==> config.mk <==
export PLATFORM = sky130hd
export DESIGN_NAME = bb_bridge
export DESIGN_NICKNAME = d
export VERILOG_FILES = /design/src/rtl/bb_pkg.sv /design/src/rtl/bb_decode.sv /design/src/rtl/bb_bitop.sv /design/src/rtl/bb_bridge.sv
export SDC_FILE = /design/constraint.sdc
export NUM_CORES = 1
export LEC_CHECK = 0
export ABC_CLOCK_PERIOD_IN_PS = 4400
export BUFFER_PORTS_ARGS = -buffer_cell sky130_fd_sc_hd__buf_2
export CORE_MARGIN = 2
export CORE_UTILIZATION = 35
export DETAILED_ROUTE_END_ITERATION = 7
export SYNTH_ARGS = -nofsm -noshare
export SYNTH_HDL_FRONTEND = slang
export SYNTH_SLANG_ARGS = --single-unit
export TNS_END_PERCENT = 30
==> constraint.sdc <==
create_clock -name clk -period 4.4 [get_ports clk]
set_input_delay 0.88 -clock clk [delete_from_list [all_inputs] [get_ports clk]]
set_output_delay 0.88 -clock clk [all_outputs]
set_load 0.005 [all_outputs]
==> src/rtl/bb_pkg.sv <==
package bb_pkg;
  typedef enum logic [1:0] {
    SZ_BYTE = 2'd0,
    SZ_HALF = 2'd1,
    SZ_WORD = 2'd2
  } bb_size_e;

  typedef enum logic [1:0] {
    ST_IDLE = 2'd0,
    ST_PASS = 2'd1,
    ST_RD   = 2'd2,
    ST_WR   = 2'd3
  } bb_state_e;
endpackage

==> src/rtl/bb_decode.sv <==
module bb_decode
  import bb_pkg::*;
#(
  parameter int AW        = 32,
  parameter int NUM_WIN   = 2,
  parameter logic [NUM_WIN*AW-1:0] WIN_BASES = {32'h4200_0000, 32'h2200_0000},
  parameter int SPAN_LOG2 = 25,
  parameter int KEEP_W    = 3,
  parameter int IDX_W     = 5
) (
  input  logic [AW-1:0]    addr,
  input  logic [1:0]       size,
  output logic             hit,
  output logic [AW-1:0]    back_addr,
  output logic [IDX_W-1:0] bit_idx
);
  localparam int TAG_W = AW - SPAN_LOG2;

  logic [NUM_WIN-1:0]   hit_vec;
  logic [SPAN_LOG2-1:0] off;
  logic [AW-1:0]        raw;
  logic [IDX_W-1:0]     idx_full;

  // one tag comparator per window
  for (genvar g = 0; g < NUM_WIN; g++) begin : g_win
    assign hit_vec[g] = (addr[AW-1:SPAN_LOG2] == WIN_BASES[g*AW+SPAN_LOG2 +: TAG_W]);
  end
  assign hit = |hit_vec;

  assign off      = addr[SPAN_LOG2-1:0] >> IDX_W;
  assign raw      = {addr[AW-1 -: KEEP_W], {(AW-KEEP_W){1'b0}}} | AW'(off);
  assign idx_full = addr[IDX_W+1:2];

  always_comb begin
    case (bb_size_e'(size))
      SZ_BYTE: begin
        back_addr = raw;
        bit_idx   = idx_full & IDX_W'(7);
      end
      SZ_HALF: begin
        back_addr = raw & ~AW'(1);
        bit_idx   = idx_full & IDX_W'(15);
      end
      default: begin
        back_addr = raw & ~AW'(3);
        bit_idx   = idx_full;
      end
    endcase
  end
endmodule

==> src/rtl/bb_bitop.sv <==
module bb_bitop #(
  parameter int DW    = 32,
  parameter int IDX_W = 5
) (
  input  logic [DW-1:0]    unit_in,
  input  logic [IDX_W-1:0] idx,
  input  logic             set_val,
  output logic             bit_out,
  output logic [DW-1:0]    unit_out
);
  logic [DW-1:0] sel;

  assign sel      = DW'(1) << idx;
  assign bit_out  = |(unit_in & sel);
  assign unit_out = set_val ? (unit_in | sel) : (unit_in & ~sel);
endmodule

==> src/rtl/bb_bridge.sv <==
module bb_bridge
  import bb_pkg::*;
#(
  parameter int AW        = 32,
  parameter int DW        = 32,
  parameter int NUM_WIN   = 2,
  parameter logic [NUM_WIN*AW-1:0] WIN_BASES = {32'h4200_0000, 32'h2200_0000},
  parameter int SPAN_LOG2 = 25
) (
  input  logic          clk,
  input  logic          rst_n,
  input  logic          s_req,
  input  logic          s_we,
  input  logic [1:0]    s_size,
  input  logic [AW-1:0] s_addr,
  input  logic [DW-1:0] s_wdata,
  output logic          s_done,
  output logic [DW-1:0] s_rdata,
  output logic          m_req,
  output logic          m_we,
  output logic [1:0]    m_size,
  output logic [AW-1:0] m_addr,
  output logic [DW-1:0] m_wdata,
  output logic          m_lock,
  input  logic          m_done,
  input  logic [DW-1:0] m_rdata
);
  localparam int IDX_W  = $clog2(DW);
  localparam int KEEP_W = 3;

  // reset: asserted asynchronously, released on the clock
  logic rs_meta_n, rs_n;
  always_ff @(posedge clk or negedge rst_n) begin
    if (!rst_n) begin
      rs_meta_n <= 1'b0;
      rs_n      <= 1'b0;
    end else begin
      rs_meta_n <= 1'b1;
      rs_n      <= rs_meta_n;
    end
  end

  // address decode on the incoming request
  logic             dec_hit;
  logic [AW-1:0]    dec_back;
  logic [IDX_W-1:0] dec_idx;

  bb_decode #(
    .AW(AW), .NUM_WIN(NUM_WIN), .WIN_BASES(WIN_BASES),
    .SPAN_LOG2(SPAN_LOG2), .KEEP_W(KEEP_W), .IDX_W(IDX_W)
  ) u_decode (
    .addr(s_addr), .size(s_size),
    .hit(dec_hit), .back_addr(dec_back), .bit_idx(dec_idx)
  );

  bb_state_e        st_q, st_d;
  logic             we_q;
  logic [1:0]       size_q;
  logic [AW-1:0]    addr_q;
  logic [AW-1:0]    back_q;
  logic [DW-1:0]    wdata_q;
  logic [IDX_W-1:0] idx_q;
  logic [DW-1:0]    wmod_q;

  logic cap_en, wmod_en;
  logic bit_val;
  logic [DW-1:0] unit_mod;

  bb_bitop #(.DW(DW), .IDX_W(IDX_W)) u_bitop (
    .unit_in(m_rdata), .idx(idx_q), .set_val(wdata_q[0]),
    .bit_out(bit_val), .unit_out(unit_mod)
  );

  assign cap_en  = (st_q == ST_IDLE) && s_req;
  assign wmod_en = (st_q == ST_RD) && m_done && we_q;

  // next state
  always_comb begin
    st_d = st_q;
    case (st_q)
      ST_IDLE: if (s_req) st_d = dec_hit ? ST_RD : ST_PASS;
      ST_PASS: if (m_done) st_d = ST_IDLE;
      ST_RD:   if (m_done) st_d = we_q ? ST_WR : ST_IDLE;
      ST_WR:   if (m_done) st_d = ST_IDLE;
      default: st_d = ST_IDLE;
    endcase
  end

  // state register
  always_ff @(posedge clk or negedge rs_n) begin
    if (!rs_n) st_q <= ST_IDLE;
    else       st_q <= st_d;
  end

  // request capture, enabled on acceptance
  always_ff @(posedge clk or negedge rs_n) begin
    if (!rs_n) begin
      we_q    <= 1'b0;
      size_q  <= 2'd0;
      addr_q  <= '0;
      back_q  <= '0;
      wdata_q <= '0;
      idx_q   <= '0;
    end else if (cap_en) begin
      we_q    <= s_we;
      size_q  <= s_size;
      addr_q  <= s_addr;
      back_q  <= dec_back;
      wdata_q <= s_wdata;
      idx_q   <= dec_idx;
    end
  end

  // modified unit, enabled when the locked read returns
  always_ff @(posedge clk or negedge rs_n) begin
    if (!rs_n)        wmod_q <= '0;
    else if (wmod_en) wmod_q <= unit_mod;
  end

  // master port
  always_comb begin
    m_req   = (st_q != ST_IDLE);
    m_size  = size_q;
    m_lock  = ((st_q == ST_RD) && we_q) || (st_q == ST_WR);
    if (st_q == ST_PASS) begin
      m_we    = we_q;
      m_addr  = addr_q;
      m_wdata = wdata_q;
    end else begin
      m_we    = (st_q == ST_WR);
      m_addr  = back_q;
      m_wdata = wmod_q;
    end
  end

  // slave response
  always_comb begin
    s_done  = 1'b0;
    s_rdata = '0;
    case (st_q)
      ST_PASS: begin
        s_done  = m_done;
        s_rdata = m_rdata;
      end
      ST_RD: begin
        s_done  = m_done && !we_q;
        s_rdata = we_q ? '0 : DW'(bit_val);
      end
      ST_WR: s_done = m_done;
      default: ;
    endcase
  end
endmodule


==> impl_metrics.json <==
{
  "maxCapViolCount": 0,
  "grt_overflow": 0,
  "clkSinkCount": 107,
  "yosysTopAreaCell": "dfrtp_1",
  "antenna_found_initial": 1,
  "cts_tree": "yes",
  "ctsResizeCount": 0,
  "end_kind": "primary output",
  "hold_viol": 0,
  "fin_crit_ns": 3.50,
  "die_w_um": 134,
  "fillers": 1581,
  "finish.instance_area_um2": 7390,
  "cts_htree_levels": 3,
  "clk_pin_slew_ns": 0.07,
  "synthesis.area_um2": 5920,
  "cts_buffer_depth": 2,
  "io_buffers": 204,
  "use_met3": 0.0578,
  "cp.required_ns": 3.52,
  "synthTopCellsByArea": "dfrtp_1, mux2_2, mux2i_1",
  "yosysUniqueCellTypes": 49,
  "post_synth_xor_area_fraction": 0.00148,
  "cts-root-buf": "clkbuf_16",
  "grt_pass1_vias": 4628,
  "avgSynthCellArea_um2": 11.1,
  "ant_nets": 0,
  "rsz0062_at_grt": "false",
  "area_growth_pct": 24.9,
  "vias_per_cell": 4.88,
  "core_um2": 16500,
  "firstDrtPassIters": 4,
  "grt_busiest_layer": "met2",
  "synth_mux_area_frac": 0.298,
  "nNetsFinal": 818,
  "wire_per_inst_um": 17.3,
  "post-cts-setup-buffers": 0,
  "max_stage_delay_ns": 0.89,
  "synth_adder_area_share": 0.0106,
  "crit_path_cell_trace": "nor2b_1 -> a31oi_1 -> nand3_2 -> a2111oi_4 -> a21oi_2 -> buf_2",
  "worstPathArrival_ns": 2.62,
  "wl_mm": 16.1,
  "grt_util_met1": 0.232,
  "grt_max_degree": 76,
  "hold_class": "in -> async",
  "yosysTopAreaCellShare": 0.453,
  "synth_cells": 534,
  "holdWs_ns": 0.297,
  "num_vias": 4565,
  "gp_congestion": 0.800,
  "drt_iter0_markers": 172,
  "synth_top_family_by_area": "multiplexers",
  "ys_ff_latch": 107,
  "die_h_um": 134,
  "status": "finished, final reports clean",
  "setup_viol": 0,
  "drc": 0,
  "tightest_slew_ns": 1.07,
  "clk_latency_ns": 0.35,
  "ios": 205,
  "worstPathMaxFanout": 23,
  "synth_warnings": 0,
  "met2_usage": 0.296,
  "maxSlewHeadroom": 0.287,
  "diodes": 0,
  "max_freq_ghz": 0.286,
  "worstSetupStartpointType": "flip-flop",
  "numCtsBuffers": 9,
  "leakage_uw": 0.00358,
  "grtUsageTotal": 0.180,
  "vdd_drop_max_uv": 351,
  "crit_family": "flip-flops",
  "syn-num-nets": 642,
  "initial_core_util": 0.358,
  "place_inst": 919,
  "num_rows": 47,
  "cp_slowest_cell": "dfrtp_1",
  "finalSetupTns_ns": 0,
  "critPathBufInv": 1,
  "final.period_utilization": 0.796,
  "slew_violations": 0,
  "dieArea_um2": 18000,
  "grt_pass1_wl_mm": 25.4,
  "placed_area_um2": 7080,
  "critPathKind": "reg -> out",
  "power_density_nw_per_um2": 712,
  "drive_above_1_share": 0.498,
  "finClkSkew_ns": 0.00671,
  "dp_hpwl_mm": 11.7,
  "synth-compound-area-share": 0.0628,
  "synth_seq_area_share": 0.453,
  "layout.cells.non_filler": 935,
  "synth_simple_gate_area_frac": 0.138,
  "hold_buffers": 0
}
routing by layer:
layer,vias to the layer above,share of wire
met5,-,0.00081
met4,2,0.010
met2,177,0.47
met3,14,0.078
met1,2163,0.44
li1,2209,-
power by group:
| part | total [uW] | internal [uW] | switching [uW] |
|---|---|---|---|
| Clock | 873 | 500 | 372 |
| Sequential | 1910 | 1460 | 459 |
| Combinational | 2470 | 1380 | 1100 |
| Total | 5260 | 3330 | 1930 |
flip-flops by register name, summed over array words and instances, names as in the netlist:
name and count:
addr_q 32, idx_q 2, wdata_q 32, back_q 2
wmod_q 32, rs_meta_n 1, m_size 2, st_q 2
we_q 1, rs_n 1
cell usage after synthesis (all sizes together):
| cell | instances |
|---|---|
| mux2 | 121 |
| dfrtp | 107 |
| nand2 | 57 |
| and2 | 41 |
| o21ai | 40 |
| mux2i | 38 |
| clkbuf | 24 |
| buf | 19 |
| nor2 | 12 |
| nor3 | 9 |
| nand2b | 7 |
| nand3 | 7 |
| nor3b | 7 |
| ha | 5 |
| inv | 5 |
| a31oi | 4 |
| a21oi | 3 |
| nand3b | 3 |
| nor2b | 3 |
| o22ai | 2 |
| a2111oi | 1 |
| a221o | 1 |
| a22o | 1 |
| a2bb2oi | 1 |
| a311o | 1 |
| a41o | 1 |
| and4b | 1 |
| conb | 1 |
| mux4 | 1 |
| nand4 | 1 |
| nor4 | 1 |
| nor4bb | 1 |
| o211a | 1 |
| o211ai | 1 |
| o221ai | 1 |
| o22a | 1 |
| or3 | 1 |
| or4 | 1 |
| or4b | 1 |
| xor2 | 1 |
kinds of logic after synthesis:
kind of cell | Yosys count
fa+ha+maj | 5
mux | 160
xor+xnor | 1
buf+inv | 48
simple gates | 153
compound gates | 59
other cells | 1
flops | 107
through the flow:
| stage | setup slack (ns) | total power, uW | util |
|---|---|---|---|
| after floorplan | 1.20 | 3510 | - |
| after global placement | 1.28 | 4360 | 0.428 |
| after detailed placement | 1.29 | 4430 | 0.428 |
| after CTS | 0.921 | 5330 | 0.447 |
| after global routing | 0.798 | 5650 | 0.447 |
| final | 0.897 | 5260 | 0.447 |
area by class of cell:
cell class / count / area [um2] / area share
flip-flops and latches: 107 / 2680 / 0.363
well taps: 220 / 275 / 0.0373
inverters: 5 / 18.8 / 0.00254
clock inverters: 4 / 75.1 / 0.0102
multi-input cells: 379 / 3050 / 0.413
repair buffers: 208 / 1050 / 0.142
clock buffers: 12 / 236 / 0.0320
cell usage in the layout (no fill, tap or decap), types with 3 or more instances in the layout:
master,netlist,layout
buf_2,13,204
mux2_2,121,121
dfrtp_1,107,106
nand2_1,57,56
and2_1,41,41
mux2i_1,38,38
o21ai_1,35,35
nor2_1,12,12
clkbuf_16,0,9
nor3_1,8,8
nand2b_1,7,7
nand3_1,6,5
o21ai_0,5,5
inv_1,4,4
nor3b_1,4,4
a31oi_1,4,4
ha_1,5,4
buf_4,2,4
nor2b_1,3,3
nor3b_2,3,3
nand3b_1,3,3
clkbuf_1,24,3
worst reg2reg max path, cell delays in order (launching register included):
cell and delay [ns]:
dfrtp_1 0.78, buf_4 0.28, nor2b_1 0.50, nand2_1 0.14, mux2i_1 0.28, o21ai_1 0.09
worst paths after layout:
kind                            depth (start not counted)  startpoint          to  slack (ns)
worst min-delay path                                    1       rst_n   rs_meta_n        0.30
worst min register to register                          0   rs_meta_n        rs_n        0.37
worst max-delay path                                    6   addr_q[3]  s_rdata[0]        0.90
min in group clk                                        0   rs_meta_n        rs_n        0.37
worst max register to register                          5   addr_q[2]   wmod_q[1]        2.19
max in group asynchronous                               1        rs_n   addr_q[7]        2.89
Power figures use the tool's default switching activity.
